$ cat src/rtl/sflash_feature_pkg.sv
package sflash_feature_pkg;
  localparam int FW   = 8;
  localparam int ECCW = 2;
  localparam int BPW  = 3;
  localparam int DSW  = 2;
  localparam int NREG = 3;

  // Index order of the writable feature registers
  localparam int IDX_LOCK = 0;
  localparam int IDX_CFG  = 1;
  localparam int IDX_DRV  = 2;

  localparam logic [FW-1:0] ADDR_STAT = 8'hC0;
  localparam logic [FW-1:0] REG_ADDR  [NREG] = '{8'hA0, 8'hB0, 8'hD0};
  localparam logic [FW-1:0] REG_WMASK [NREG] = '{8'hBE, 8'hD1, 8'h60};
  localparam logic [FW-1:0] REG_RSTV  [NREG] = '{8'h3E, 8'h10, 8'h00};

  // Bit positions decoded by neighbouring logic
  localparam int LK_BRWD = 7;
  localparam int LK_BP_LO = 3;
  localparam int LK_INV  = 2;
  localparam int LK_CMP  = 1;
  localparam int CF_OPRT = 7;
  localparam int CF_OEN  = 6;
  localparam int CF_ECC  = 4;
  localparam int CF_QE   = 0;
  localparam int DR_LO   = 5;

  typedef enum logic [2:0] {
    OPK_NONE, OPK_READ, OPK_PROG, OPK_ERASE, OPK_RESET
  } opk_t;

  typedef struct packed {
    logic [ECCW-1:0] ecc;
    logic            pfail;
    logic            efail;
    logic            wel;
    logic            oip;
  } stat_t;
endpackage

$ cat src/rtl/sflash_feat_reg.sv
module sflash_feat_reg
  import sflash_feature_pkg::*;
#(
  parameter logic [FW-1:0] WMASK = 8'hFF,
  parameter logic [FW-1:0] RSTV  = 8'h00
) (
  input  logic          clk,
  input  logic          rst_n,
  input  logic          wr_en,
  input  logic [FW-1:0] wdata,
  output logic [FW-1:0] q
);
  logic [FW-1:0] q_d;

  always_comb begin
    q_d = q;
    if (wr_en) q_d = wdata & WMASK;
  end

  always_ff @(posedge clk or negedge rst_n) begin
    if (!rst_n) q <= RSTV;
    else        q <= q_d;
  end
endmodule

$ cat src/rtl/sflash_status.sv
module sflash_status
  import sflash_feature_pkg::*;
(
  input  logic            clk,
  input  logic            rst_n,
  input  logic            wren,
  input  logic            wrdis,
  input  logic            rst_cmd,
  input  logic            rd_go,
  input  logic            pg_go,
  input  logic            er_go,
  input  logic            op_done,
  input  logic            op_fail,
  input  logic [ECCW-1:0] ecc_in,
  output stat_t           stat
);
  stat_t stat_d;
  opk_t  kind_q, kind_d;

  always_comb begin
    stat_d = stat;
    kind_d = kind_q;
    if (op_done && stat.oip) begin
      case (kind_q)
        OPK_READ:  stat_d.ecc = ecc_in;
        OPK_PROG:  begin stat_d.pfail = op_fail; stat_d.wel = 1'b0; end
        OPK_ERASE: begin stat_d.efail = op_fail; stat_d.wel = 1'b0; end
        default:   ;
      endcase
      stat_d.oip = 1'b0;
      kind_d     = OPK_NONE;
    end
    if (rd_go) begin
      stat_d.ecc = '0;
      stat_d.oip = 1'b1;
      kind_d     = OPK_READ;
    end
    if (pg_go) begin
      stat_d.pfail = 1'b0;
      stat_d.oip   = 1'b1;
      kind_d       = OPK_PROG;
    end
    if (er_go) begin
      stat_d.efail = 1'b0;
      stat_d.oip   = 1'b1;
      kind_d       = OPK_ERASE;
    end
    if (rst_cmd) begin
      stat_d.ecc   = '0;
      stat_d.pfail = 1'b0;
      stat_d.efail = 1'b0;
      stat_d.oip   = 1'b1;
      kind_d       = OPK_RESET;
    end
    if (wren)       stat_d.wel = 1'b1;
    else if (wrdis) stat_d.wel = 1'b0;
  end

  always_ff @(posedge clk or negedge rst_n) begin
    if (!rst_n) begin
      stat   <= '0;
      kind_q <= OPK_NONE;
    end else begin
      stat   <= stat_d;
      kind_q <= kind_d;
    end
  end
endmodule

$ cat src/rtl/sflash_readback.sv
module sflash_readback
  import sflash_feature_pkg::*;
(
  input  logic          clk,
  input  logic          rst_n,
  input  logic          getf,
  input  logic [FW-1:0] addr,
  input  logic [FW-1:0] regs [NREG],
  input  logic [FW-1:0] stat_byte,
  output logic [FW-1:0] rd_data
);
  logic [FW-1:0] sel, rd_d;

  always_comb begin
    sel = '0;
    if (addr == ADDR_STAT) sel = stat_byte;
    for (int i = 0; i < NREG; i++)
      if (addr == REG_ADDR[i]) sel = regs[i];
    rd_d = getf ? sel : rd_data;
  end

  always_ff @(posedge clk or negedge rst_n) begin
    if (!rst_n) rd_data <= '0;
    else        rd_data <= rd_d;
  end
endmodule

$ cat src/rtl/sflash_feature_file.sv
module sflash_feature_file
  import sflash_feature_pkg::*;
(
  input  logic            clk,
  input  logic            rst_n,
  input  logic            cmd_wren,
  input  logic            cmd_wrdis,
  input  logic            cmd_setf,
  input  logic            cmd_getf,
  input  logic            cmd_reset,
  input  logic [7:0]      feat_addr,
  input  logic [7:0]      feat_wdata,
  input  logic            wp_n,
  input  logic            read_req,
  input  logic            prog_req,
  input  logic            erase_req,
  input  logic            op_done,
  input  logic            op_fail,
  input  logic [1:0]      ecc_code,
  output logic [7:0]      rd_data,
  output logic            read_go,
  output logic            prog_go,
  output logic            erase_go,
  output logic            busy,
  output logic            wel,
  output logic            quad_en,
  output logic            ecc_en,
  output logic            otp_en,
  output logic            otp_prt,
  output logic            lock_brwd,
  output logic [2:0]      lock_bp,
  output logic            lock_inv,
  output logic            lock_cmp,
  output logic [1:0]      drive_str
);
  // Reset: asserted asynchronously, released on the clock
  logic rst_meta_n, rst_sync_n;
  always_ff @(posedge clk or negedge rst_n) begin
    if (!rst_n) begin
      rst_meta_n <= 1'b0;
      rst_sync_n <= 1'b0;
    end else begin
      rst_meta_n <= 1'b1;
      rst_sync_n <= rst_meta_n;
    end
  end

  logic [FW-1:0] feat_q [NREG];
  logic [NREG-1:0] wr_sel;
  logic lock_guard;
  stat_t stat;
  logic [1:0] stat_ecc;

  assign lock_guard = feat_q[IDX_LOCK][LK_BRWD] & ~wp_n;

  always_comb begin
    for (int i = 0; i < NREG; i++)
      wr_sel[i] = cmd_setf && (feat_addr == REG_ADDR[i]) &&
                  !((i == IDX_LOCK) && lock_guard);
  end

  for (genvar g = 0; g < NREG; g++) begin : g_feat
    sflash_feat_reg #(.WMASK(REG_WMASK[g]), .RSTV(REG_RSTV[g])) u_reg (
      .clk   (clk),
      .rst_n (rst_sync_n),
      .wr_en (wr_sel[g]),
      .wdata (feat_wdata),
      .q     (feat_q[g])
    );
  end

  assign read_go  = read_req & ~stat.oip;
  assign prog_go  = prog_req & stat.wel & ~stat.oip;
  assign erase_go = erase_req & stat.wel & ~stat.oip;

  sflash_status u_status (
    .clk     (clk),
    .rst_n   (rst_sync_n),
    .wren    (cmd_wren),
    .wrdis   (cmd_wrdis),
    .rst_cmd (cmd_reset),
    .rd_go   (read_go),
    .pg_go   (prog_go),
    .er_go   (erase_go),
    .op_done (op_done),
    .op_fail (op_fail),
    .ecc_in  (ecc_code),
    .stat    (stat)
  );

  assign stat_ecc = stat.ecc;

  sflash_readback u_rb (
    .clk       (clk),
    .rst_n     (rst_sync_n),
    .getf      (cmd_getf),
    .addr      (feat_addr),
    .regs      (feat_q),
    .stat_byte ({2'b00, stat.ecc, stat.pfail, stat.efail, stat.wel, stat.oip}),
    .rd_data   (rd_data)
  );

  assign busy      = stat.oip;
  assign wel       = stat.wel;
  assign lock_brwd = feat_q[IDX_LOCK][LK_BRWD];
  assign lock_bp   = feat_q[IDX_LOCK][LK_BP_LO +: BPW];
  assign lock_inv  = feat_q[IDX_LOCK][LK_INV];
  assign lock_cmp  = feat_q[IDX_LOCK][LK_CMP];
  assign otp_prt   = feat_q[IDX_CFG][CF_OPRT];
  assign otp_en    = feat_q[IDX_CFG][CF_OEN];
  assign ecc_en    = feat_q[IDX_CFG][CF_ECC];
  assign quad_en   = feat_q[IDX_CFG][CF_QE];
  assign drive_str = feat_q[IDX_DRV][DR_LO +: DSW];
endmodule

$ cat config.mk
export PLATFORM = sky130hd
export DESIGN_NAME = sflash_feature_file
export DESIGN_NICKNAME = d
export VERILOG_FILES = /design/src/rtl/sflash_feature_pkg.sv /design/src/rtl/sflash_feat_reg.sv /design/src/rtl/sflash_status.sv /design/src/rtl/sflash_readback.sv /design/src/rtl/sflash_feature_file.sv
export SDC_FILE = /design/constraint.sdc
export NUM_CORES = 1
export LEC_CHECK = 0
export BUFFER_PORTS_ARGS = -buffer_cell sky130_fd_sc_hd__buf_4
export CELL_PAD_IN_SITES_DETAIL_PLACEMENT = 0
export CELL_PAD_IN_SITES_GLOBAL_PLACEMENT = 1
export CORE_MARGIN = 2
export CORE_UTILIZATION = 39
export CTS_BUF_LIST = sky130_fd_sc_hd__clkbuf_4
export CTS_CLUSTER_DIAMETER = 150
export DETAILED_ROUTE_END_ITERATION = 12
export PLACE_DENSITY = 0.81
export SLEW_MARGIN = 30
export SYNTH_ARGS = -nofsm -noshare
export SYNTH_HDL_FRONTEND = slang
export SYNTH_SLANG_ARGS = --single-unit
$ cat constraint.sdc
create_clock -name clk -period 1.1 [get_ports clk]
set_input_delay 0.22 -clock clk [delete_from_list [all_inputs] [get_ports clk]]
set_output_delay 0.22 -clock clk [all_outputs]
set_load 0.03 [all_outputs]
==> results.py <==
metrics = {
    "cells_and_area": {
        "final_area_mm2": 0.00262,
        "antenna_cells": 0,
        "final_util_pct": 70.5,
        "fillers": 296,
        "finalNonFillerCells": 280,
        "drive_gt1_share_pct": 68.1,
        "area_growth_pct": 72.0,
        "fin_nets": 262,
    },
    "sta": {
        "drv_slew": 0,
        "finalCriticalPeriod_ps": 1410,
        "timing.final.ws_setup_ps": -309,
        "post-route-period-util_pct": 128,
        "fin_worst_skew_ps": 12.9,
        "hold_violations": 0,
        "rsz0062_at_grt": "yes",
        "setup_viol": 32,
        "max_clock_freq_mhz": 709,
    },
    "hold_path": {
        "min_from": "cmd_wren",
        "hold-path-endpoint": "u_status.stat[1]$_DFFE_PN0P_",
        "whs_path_depth": 2,
        "hold_path.class": "input port to flip-flop",
    },
    "routing": {
        "final_antenna_net_count": 0,
        "vias_per_cell": 5.04,
        "drc": 0,
        "drtIter0Drc": 48,
        "first_pass_iters": 4,
        "wl_per_cell_um": 15.2,
        "drt-total-wl_um": 4250,
        "num_vias": 1412,
    },
    "synth": {
        "synthArstFlopShare_pct": 100,
        "avgSynthCellArea_um2": 12.1,
        "yosysMostFrequentCell": "dfrtp_1",
        "synth_seq_area_share_pct": 51.4,
        "ys_warn_count": 0,
        "synth.area.top_cells": "dfrtp_1, dfstp_2, mux2_4",
        "synth_commonest_cells": "dfrtp_1, inv_1, mux2_4, nand2_1, nor2_1",
        "syn_nets": 157,
        "synth_top_area_cell": "dfrtp_1",
        "synth_edf_count": 0,
        "synth_cell_type_count": 43,
        "synth_seq_cells": 31,
        "synthCells": 126,
        "syn-cell-area_mm2": 0.00152,
        "synth_top_area_share_pct": 41.1,
        "synth_flop_cell": "dfrtp_1",
    },
    "place": {
        "placed_cell_area_mm2": 0.00217,
        "port_buffers": 55,
        "place.gp.congestion": 0.844,
        "pre_cts_slack_ps": -348,
        "dp_hpwl_um": 3100,
        "placed_cells": 246,
    },
    "clocking": {
        "cts_buffer_depth": 2,
        "cts_sinks": 31,
        "cts_made_buffers": 5,
        "clock_latency_ps": 330,
        "clk_pin_slew_ps": 90,
        "cts_tree": "built",
        "htreeDepth": 2,
        "cts_root_buffer": "clkbuf_4",
    },
    "worst_setup_path": {
        "worstPathMaxFanout": 3,
        "rrSetupSlack_ps": -220,
        "reg2regPathDepth": 4,
        "r2r_end": "u_status.stat[1]$_DFFE_PN0P_",
        "crit_path_end_kind": "primary output",
        "worst-setup-path-type": "flip-flop to primary output",
        "cp.arrival_ps": 1190,
        "r2r-start": "u_status.stat[0]$_DFFE_PN0P_",
        "required_ps": 880,
        "crit_path_start_kind": "flip-flop",
    },
    "global_route": {
        "grt_pass1_vias": 1465,
        "grt_usage_pct": 20.3,
        "grt_pass1_wl_um": 6680,
        "grt_overflow": 0,
        "antenna_found_initial": 0,
        "grt_max_degree": 30,
    },
    "run_status": {
        "status": "finished, violations left",
        "violations": "negative setup slack",
    },
    "die": {
        "rows": 22,
        "initial_utilization_pct": 41.0,
        "ioPinCount": 56,
        "core_mm2": 0.00372,
        "die_h_um": 66.5,
        "dieArea_mm2": 0.00442,
        "fp.dieW_um": 66.5,
    },
    "power": {
        "power.density_mw_per_mm2": 902,
        "power_w": 0.00236,
        "leakagePower_nw": 1.27,
        "max-vdd-ir-drop_uv": 636,
    },
    "flow_run": {
        "max_cap_violations": 0,
    },
}
-- final cells by class --
| class | instances | area [µm²] | area share, % |
|---|---|---|---|
| multi-input cells | 84 | 796 | 30.4 |
| clock inverters | 3 | 15.0 | 0.573 |
| flip-flops and latches | 31 | 787 | 30.1 |
| repair buffers | 101 | 893 | 34.1 |
| inverters | 8 | 30.0 | 1.15 |
| clock buffers | 5 | 37.5 | 1.43 |
| well taps | 48 | 60.1 | 2.29 |
-- stage by stage --
stage / setup TNS (ps) / hold WS, ps
CTS: -3960 / 70.7
global route: -6320 / 61.1
global placement: -5730 / 2.70
detailed placement: -6390 / 4.10
floorplan: -3310 / -75.6
finish: -4190 / 87.2
-- critical path: stages, from the launching register on --
cell and delay [ps]:
dfrtp_2 450, nor2b_4 140, and2_4 160, buf_6 120
-- placed cells by master (no fill, tap or decap), drive strengths merged, types with 2 or more instances in the layout --
| cell type | instances |
|---|---|
| o2bb2ai | 2 |
| mux2 | 13 |
| nand3 | 4 |
| a31o | 2 |
| clkbuf | 5 |
| o22ai | 3 |
| nor2b | 5 |
| and3 | 2 |
| clkinv | 3 |
| a32oi | 4 |
| inv | 8 |
| nor4 | 2 |
| nor2 | 7 |
| o21ai | 5 |
| dfstp | 6 |
| mux2i | 4 |
| a21oi | 4 |
| dfrtp | 25 |
| nor3 | 4 |
| nand2 | 7 |
| a21o | 2 |
| buf | 100 |
-- kinds of logic after synthesis --
family	synth area share, %
AOI/OAI and AO/OA	14.7
buffers and inverters	3.20
xor gates and xnor gates	0.575
muxes	14.0
DFF	51.4
and+or+nand+nor	15.9
other	0.246
-- layer usage --
layer  routed length, µm  share of wire [%]  up-vias  GRT usage [%]
met2                2250                 53       41           36.3
met4                  42               0.99        0           5.36
met5                   0                  0        -              0
met3                 182                4.3        6           4.90
met1                1770                 42      696           24.3
li1                    -                  -      669              -
-- power by group --
part           leakage, nW  switching (W)  internal [W]
Clock               0.0347       0.000391      0.000238
Combinational        0.850       0.000242      0.000276
Sequential           0.387      0.0000323       0.00118
-- sequential cells by signal, summed over array words and instances (netlist names) --
| name | count |
|---|---|
| g_feat.u_reg.q | 12 |
| u_rb.rd_data | 8 |
| u_status.stat | 6 |
| u_status.kind_q | 3 |
| rst_meta_n | 1 |
| rst_sync_n | 1 |
-- worst max path at each step --
| stage | from | endpoint | slack, ps | depth (start not counted) |
|---|---|---|---|---|
| after global placement | feat_addr[2] | g_feat[0].u_reg.q[4]$_DFFE_PN1P_ | -310 | 5 |
| after global routing | u_status.stat[0]$_DFFE_PN0P_ | erase_go | -380 | 3 |
| after detailed placement | feat_addr[2] | g_feat[0].u_reg.q[2]$_DFFE_PN1P_ | -350 | 5 |
| final | u_status.stat[0]$_DFFE_PN0P_ | erase_go | -310 | 3 |
| after floorplan | feat_addr[2] | g_feat[2].u_reg.q[5]$_DFFE_PN0P_ | -180 | 4 |
| after CTS | u_status.stat[0]$_DFFE_PN0P_ | erase_go | -320 | 3 |
-- what timing repair did --
action	CTS	global route
buffers inserted	19	6
hold buffers	1	0
hold endpoints to repair	2	0
resized for setup	33	19
endpoints found under the setup margin	37	49
pin swaps	4	13
No activity file was read; power rests on OpenSTA's default activity.
